[src/rtl/sincf_pkg.sv]
package sincf_pkg;

    localparam int ORD_CODE_W = 3;

    // Number of active integrator/comb pairs for an order code.
    function automatic int stage_count(input logic [ORD_CODE_W-1:0] code, input int omax);
        int n;
        if (code == '0)
            n = 2;
        else if (int'(code) > omax)
            n = omax;
        else
            n = int'(code);
        return n;
    endfunction

endpackage

[src/rtl/sincf_cic.sv]
module sincf_cic
    import sincf_pkg::*;
#(
    parameter int ORD_MAX = 5,
    parameter int FOSR_W  = 10,
    parameter int CIC_W   = 1 + ORD_MAX * FOSR_W
) (
    input  logic                  clk,
    input  logic                  rst_n,
    input  logic                  en,
    input  logic [ORD_CODE_W-1:0] order_code,
    input  logic [FOSR_W-1:0]     fosr,
    input  logic                  bit_vld,
    input  logic                  bit_in,
    output logic                  flt_vld,
    output logic [CIC_W-1:0]      flt_out
);

    typedef struct packed {
        logic [ORD_MAX-1:0][CIC_W-1:0] integ;
        logic [ORD_MAX-1:0][CIC_W-1:0] dly;
        logic [FOSR_W-1:0]             cnt;
    } cic_st_t;

    cic_st_t          st_d, st_q;
    logic [CIC_W-1:0] step, run, tap, cpath;
    logic             hit;
    int               nst;

    assign step = bit_in ? CIC_W'(1) : {CIC_W{1'b1}};

    always_comb begin
        st_d = st_q;
        nst  = stage_count(order_code, ORD_MAX);
        hit  = bit_vld && (st_q.cnt == fosr);

        // integrator chain at the bit rate
        run = step;
        tap = '0;
        for (int k = 0; k < ORD_MAX; k++) begin
            run = st_q.integ[k] + run;
            if (bit_vld)
                st_d.integ[k] = run;
            if (k == nst - 1)
                tap = run;
        end

        // comb chain at the decimated rate
        cpath = tap;
        for (int k = 0; k < ORD_MAX; k++) begin
            if (k < nst) begin
                if (hit)
                    st_d.dly[k] = cpath;
                cpath = cpath - st_q.dly[k];
            end
        end

        if (bit_vld)
            st_d.cnt = hit ? '0 : FOSR_W'(st_q.cnt + 1'b1);

        if (!en)
            st_d = '0;
    end

    assign flt_vld = en && hit;
    assign flt_out = cpath;

    always_ff @(posedge clk or negedge rst_n) begin
        if (!rst_n)
            st_q <= '0;
        else
            st_q <= st_d;
    end

endmodule

[src/rtl/sincf_accum.sv]
module sincf_accum #(
    parameter int CIC_W  = 51,
    parameter int IOSR_W = 8,
    parameter int OUT_W  = 24
) (
    input  logic              clk,
    input  logic              rst_n,
    input  logic              en,
    input  logic [IOSR_W-1:0] iosr,
    input  logic              flt_vld,
    input  logic [CIC_W-1:0]  flt_in,
    output logic              res_vld,
    output logic [OUT_W-1:0]  res_out
);

    localparam int ACC_W = CIC_W + IOSR_W;
    localparam int HI_W  = ACC_W - OUT_W + 1;

    typedef struct packed {
        logic [ACC_W-1:0]  acc;
        logic [IOSR_W-1:0] cnt;
    } acc_st_t;

    acc_st_t          st_d, st_q;
    logic [ACC_W-1:0] sum;
    logic [HI_W-1:0]  hi;

    always_comb begin
        st_d    = st_q;
        sum     = st_q.acc + {{IOSR_W{flt_in[CIC_W-1]}}, flt_in};
        hi      = sum[ACC_W-1:OUT_W-1];
        res_vld = 1'b0;

        // clamp to the signed output range
        if ((&hi) || !(|hi))
            res_out = sum[OUT_W-1:0];
        else if (sum[ACC_W-1])
            res_out = {1'b1, {(OUT_W-1){1'b0}}};
        else
            res_out = {1'b0, {(OUT_W-1){1'b1}}};

        if (flt_vld) begin
            if (st_q.cnt == iosr) begin
                res_vld  = en;
                st_d.acc = '0;
                st_d.cnt = '0;
            end else begin
                st_d.acc = sum;
                st_d.cnt = IOSR_W'(st_q.cnt + 1'b1);
            end
        end

        if (!en)
            st_d = '0;
    end

    always_ff @(posedge clk or negedge rst_n) begin
        if (!rst_n)
            st_q <= '0;
        else
            st_q <= st_d;
    end

endmodule

[src/rtl/sincf_result.sv]
module sincf_result #(
    parameter int OUT_W = 24,
    parameter int CH_W  = 3,
    parameter int PAD_W = 5
) (
    input  logic                          clk,
    input  logic                          rst_n,
    input  logic                          en,
    input  logic [CH_W-1:0]               chan,
    input  logic                          res_vld,
    input  logic [OUT_W-1:0]              res_in,
    input  logic                          rd_ack,
    input  logic                          ovr_clr,
    output logic [OUT_W+PAD_W+CH_W-1:0]   word,
    output logic                          eoc,
    output logic                          ovr
);

    localparam int WORD_W = OUT_W + PAD_W + CH_W;

    typedef struct packed {
        logic [WORD_W-1:0] word;
        logic              eoc;
        logic              pend;
        logic              ovr;
    } res_st_t;

    res_st_t st_d, st_q;

    always_comb begin
        st_d      = st_q;
        st_d.eoc  = res_vld && en;
        st_d.pend = res_vld || (st_q.pend && !rd_ack);

        if (res_vld)
            st_d.word = {res_in, {PAD_W{1'b0}}, chan};

        if (res_vld && st_q.pend && !rd_ack)
            st_d.ovr = 1'b1;
        else if (ovr_clr)
            st_d.ovr = 1'b0;

        if (!en) begin
            st_d.eoc  = 1'b0;
            st_d.pend = 1'b0;
        end
    end

    assign word = st_q.word;
    assign eoc  = st_q.eoc;
    assign ovr  = st_q.ovr;

    always_ff @(posedge clk or negedge rst_n) begin
        if (!rst_n)
            st_q <= '0;
        else
            st_q <= st_d;
    end

endmodule

[src/rtl/sincf_core.sv]
module sincf_core
    import sincf_pkg::*;
#(
    parameter int ORD_MAX = 5,
    parameter int FOSR_W  = 10,
    parameter int IOSR_W  = 8,
    parameter int OUT_W   = 24,
    parameter int CH_W    = 3
) (
    input  logic                      clk,
    input  logic                      rst_n,
    input  logic                      cfg_en,
    input  logic [ORD_CODE_W-1:0]     cfg_order,
    input  logic [FOSR_W-1:0]         cfg_fosr,
    input  logic [IOSR_W-1:0]         cfg_iosr,
    input  logic [CH_W-1:0]           cfg_chan,
    input  logic                      bit_vld,
    input  logic                      bit_in,
    input  logic                      rd_ack,
    input  logic                      ovr_clr,
    output logic [OUT_W+8-1:0]        out_word,
    output logic                      eoc,
    output logic                      ovr
);

    localparam int CIC_W  = 1 + ORD_MAX * FOSR_W;
    localparam int WORD_W = OUT_W + 8;
    localparam int PAD_W  = WORD_W - OUT_W - CH_W;

    logic             flt_vld;
    logic [CIC_W-1:0] flt_val;
    logic             res_vld;
    logic [OUT_W-1:0] res_val;

    sincf_cic #(
        .ORD_MAX (ORD_MAX),
        .FOSR_W  (FOSR_W),
        .CIC_W   (CIC_W)
    ) u_cic (
        .clk        (clk),
        .rst_n      (rst_n),
        .en         (cfg_en),
        .order_code (cfg_order),
        .fosr       (cfg_fosr),
        .bit_vld    (bit_vld),
        .bit_in     (bit_in),
        .flt_vld    (flt_vld),
        .flt_out    (flt_val)
    );

    sincf_accum #(
        .CIC_W  (CIC_W),
        .IOSR_W (IOSR_W),
        .OUT_W  (OUT_W)
    ) u_accum (
        .clk     (clk),
        .rst_n   (rst_n),
        .en      (cfg_en),
        .iosr    (cfg_iosr),
        .flt_vld (flt_vld),
        .flt_in  (flt_val),
        .res_vld (res_vld),
        .res_out (res_val)
    );

    sincf_result #(
        .OUT_W (OUT_W),
        .CH_W  (CH_W),
        .PAD_W (PAD_W)
    ) u_result (
        .clk     (clk),
        .rst_n   (rst_n),
        .en      (cfg_en),
        .chan    (cfg_chan),
        .res_vld (res_vld),
        .res_in  (res_val),
        .rd_ack  (rd_ack),
        .ovr_clr (ovr_clr),
        .word    (out_word),
        .eoc     (eoc),
        .ovr     (ovr)
    );

endmodule

[config.mk]
export PLATFORM = sky130hd
export DESIGN_NAME = sincf_core
export DESIGN_NICKNAME = d
export VERILOG_FILES = /design/src/rtl/sincf_pkg.sv /design/src/rtl/sincf_cic.sv /design/src/rtl/sincf_accum.sv /design/src/rtl/sincf_result.sv /design/src/rtl/sincf_core.sv
export SDC_FILE = /design/constraint.sdc
export NUM_CORES = 2
export LEC_CHECK = 0
export BUFFER_PORTS_ARGS = -buffer_cell sky130_fd_sc_hd__buf_2
export CAP_MARGIN = 40
export CORE_MARGIN = 2
export CORE_UTILIZATION = 42
export CTS_CLUSTER_DIAMETER = 100
export DETAILED_ROUTE_END_ITERATION = 8
export GPL_TIMING_DRIVEN = 0
export PLACE_DENSITY = 0.67
export SLEW_MARGIN = 20
export SYNTH_ARGS = -nofsm -noshare
export SYNTH_HDL_FRONTEND = slang
export SYNTH_SLANG_ARGS = --single-unit
[constraint.sdc]
create_clock -name clk -period 22.2 [get_ports clk]
set_input_delay 2.22 -clock clk [delete_from_list [all_inputs] [get_ports clk]]
set_output_delay 2.22 -clock clk [all_outputs]
set_load 0.01 [all_outputs]
==> flow_metrics.env <==
export IMPL_grt_pass1_wl_um=298000
export IMPL_gp_congestion=0.985
export IMPL_cp_top_family="compound AO/OA/AOI/OAI gates"
export IMPL_fin_skew_ps=27.2
export IMPL_cts_tree="built"
export IMPL_cap_violations=0
export IMPL_finalCriticalPeriod_ps=21790
export IMPL_cp_data_arrival_time_ps=22350
export IMPL_crit_required_ps=22770
export IMPL_synth_edf_count=0
export IMPL_die_h_um=372
export IMPL_first_pass_iters=8
export IMPL_synth_top_area_share_pct=27.1
export IMPL_grtUsageTotal_pct=27.6
export IMPL_clockBufferDepth=3
export IMPL_cpMostUsedCell="a21o_1"
export IMPL_place_hpwl_um=153000
export IMPL_outcome="completed"
export IMPL_slew_violations=0
export IMPL_yosysUniqueCellTypes=89
export IMPL_synthTopCellsByArea="dfrtp_1, ha_1, a21oi_1, xnor2_1, a21o_1"
export IMPL_ctsHtreeMaxLevel=3
export IMPL_synthCells=6973
export IMPL_finalCritPeriodShare_pct=98.1
export IMPL_syn2layout_area_growth_pct=21.7
export IMPL_path_buf_inv=13
export IMPL_ys_warn_count=0
export IMPL_io_pins=65
export IMPL_synth_seq_cells=617
export IMPL_nNetsFinal=8032
export IMPL_rows=135
export IMPL_vias=54756
export IMPL_die_w_um=372
export IMPL_synthArstFlopShare_pct=100
export IMPL_whs_ps=479
export IMPL_antenna_found_initial=5
export IMPL_syn_area_um2=57000
export IMPL_start_util_pct=42.2
export IMPL_grt_overflow=0
export IMPL_postSynthAreaPerCell_um2=8.17
export IMPL_ctsHoldBuffers=0
export IMPL_viasPerCell=5.92
export IMPL_drc=0
export IMPL_ys_flop_type="dfrtp_1"
export IMPL_fill_cells=12409
export IMPL_synth_largest_area_cell="dfrtp_1"
export IMPL_synth_common_cells="nor2_1, a21oi_1, nand2_1"
export IMPL_drive_gt1_share_pct=16.8
export IMPL_yosysMostFrequentCell="nor2_1"
export IMPL_slowest_stage="or4_4"
export IMPL_max_freq_mhz=45.9
export IMPL_clk_pin_slew_ps=60
export IMPL_max_slew_worst_pin_slew_ps=995
export IMPL_hold_viol=0
export IMPL_slew_headroom_pct=33.7
export IMPL_core_area_um2=135000
export IMPL_cts_root_buf="clkbuf_16"
export IMPL_crit_type="in2reg"
export IMPL_cts_sinks=617
export IMPL_clk_latency_ps=710
export IMPL_worstPathMaxFanout=9
export IMPL_yosysSeqAreaShare_pct=27.1
export IMPL_grt_start_max_net_pins=91
export IMPL_startpoint_type="primary input"
export IMPL_grt_pass1_vias=51846
export IMPL_io_buffers=57
export IMPL_hp_class="reg2reg"
export IMPL_max_stage_delay_ps=530
export IMPL_drtIter0Drc=4270
export IMPL_wirelength_um=202000
export IMPL_end_kind="register"
export IMPL_setup_viol=0
export IMPL_cts_buffers=79
export IMPL_wl_per_cell_um=21.8
export IMPL_antenna_left=0
export IMPL_die_area_um2=139000
-- kinds of logic after synthesis --
group / count (synthesis) / share of synthesized area (%)
AOI/OAI and AO/OA: 2316 / 26.6
other: 1 / 0.00658
buffers and inverters: 770 / 5.32
xor gates and xnor gates: 528 / 8.25
and+or+nand+nor: 1880 / 14.8
DFF: 617 / 27.1
adders and majority gates: 587 / 13.0
muxes: 274 / 4.88
-- flip-flops by register name (all words and copies together), names as in the netlist --
signal and count:
u_result.word 27, u_result.eoc 1, u_result.ovr 1, u_result.st_q 1, u_cic.st_q 520, u_accum.st_q 67
-- path summary, 6_finish.rpt --
path,from,endpoint,slack (ps),cells past startpoint
min reg2reg,u_result.word[0],u_result.word[0],480,2
max reg2reg,u_cic.st_q[265],u_result.word[16],1680,106
min in group asynchronous,rst_n,u_cic.st_q[117],1400,1
max,bit_in,u_result.word[16],410,106
min,u_result.word[0],u_result.word[0],480,2
max in group asynchronous,rst_n,u_cic.st_q[282],19270,4
-- through the flow --
| step | setup WS [ps] | utilization (%) | cell area (µm²) | setup TNS (ps) | cells |
|---|---|---|---|---|---|
| 4_1_cts | 16.9 | 47.9 | 64600 | 0 | 9055 |
| 6_report | 414 | 51.4 | 69300 | 0 | 9255 |
| 3_5_place_dp | -4240 | 44.6 | 60200 | -139730 | 8869 |
| 3_3_place_gp | -5540 | 44.1 | 59500 | -207990 | 8815 |
| 5_1_grt | -504 | 51.4 | 69300 | -11220 | 9251 |
| 2_1_floorplan | 166 | - | 57000 | 0 | 6977 |
-- area by class of cell --
| cell class | count | area (µm²) | share of cell area [%] |
|---|---|---|---|
| antenna | 5 | 12.5 | 0.0180 |
| buffer | 268 | 1180 | 1.70 |
| clock buffer | 109 | 2250 | 3.24 |
| clock inverter | 27 | 415 | 0.599 |
| inverter | 485 | 1850 | 2.66 |
| multi-input combinational | 5590 | 42900 | 61.9 |
| sequential | 617 | 15400 | 22.3 |
| tap | 1781 | 2230 | 3.21 |
| timing repair buffer | 373 | 3060 | 4.42 |
-- placed cells by master, fill, tap and decap left out, drive strengths merged, types with 16 or more instances in the layout --
cell type,count
clkbuf,307
and3,55
a31oi,54
buf,443
nand2,620
a22o,215
a211oi,52
a21oi,644
xor2,164
nand4,75
o21bai,98
a21o,347
inv,486
a211o,18
o31ai,35
a21boi,25
o22ai,19
o21a,102
or3,26
nor2b,94
a22oi,24
and2,22
nor2,650
o211ai,31
a31o,18
mux2i,245
dfrtp,617
clkinv,17
nand3,102
nand2b,94
xnor2,361
a221oi,24
o311ai,23
mux2,29
ha,576
and4,16
o21ai,471
a221o,25
nor3,76
-- routing by layer --
metal	up-vias	track usage (%)	routed length, µm
met5	-	0	29
met4	4	14.1	12100
met3	535	3.75	12000
met2	1909	46.0	94100
met1	26486	34.8	83700
li1	25822	-	-
-- worst reg2reg max path: cells and delay by family (launching register included) --
family	cells	cell delay (ps)
DFF	1	390
xor gates and xnor gates	11	1810
and+or+nand+nor	31	5210
AOI/OAI and AO/OA	47	8540
adders and majority gates	11	3530
buffers and inverters	6	880
-- repair_timing --
action	in CTS	in global routing
pin swaps	60	241
cloned	0	2
buffers inserted	57	196
resized for setup	272	590
endpoints found under the setup margin	44	37
Power is not shown: default switching activity piles up to over one toggle a cycle in this logic, so the estimate is an artifact.
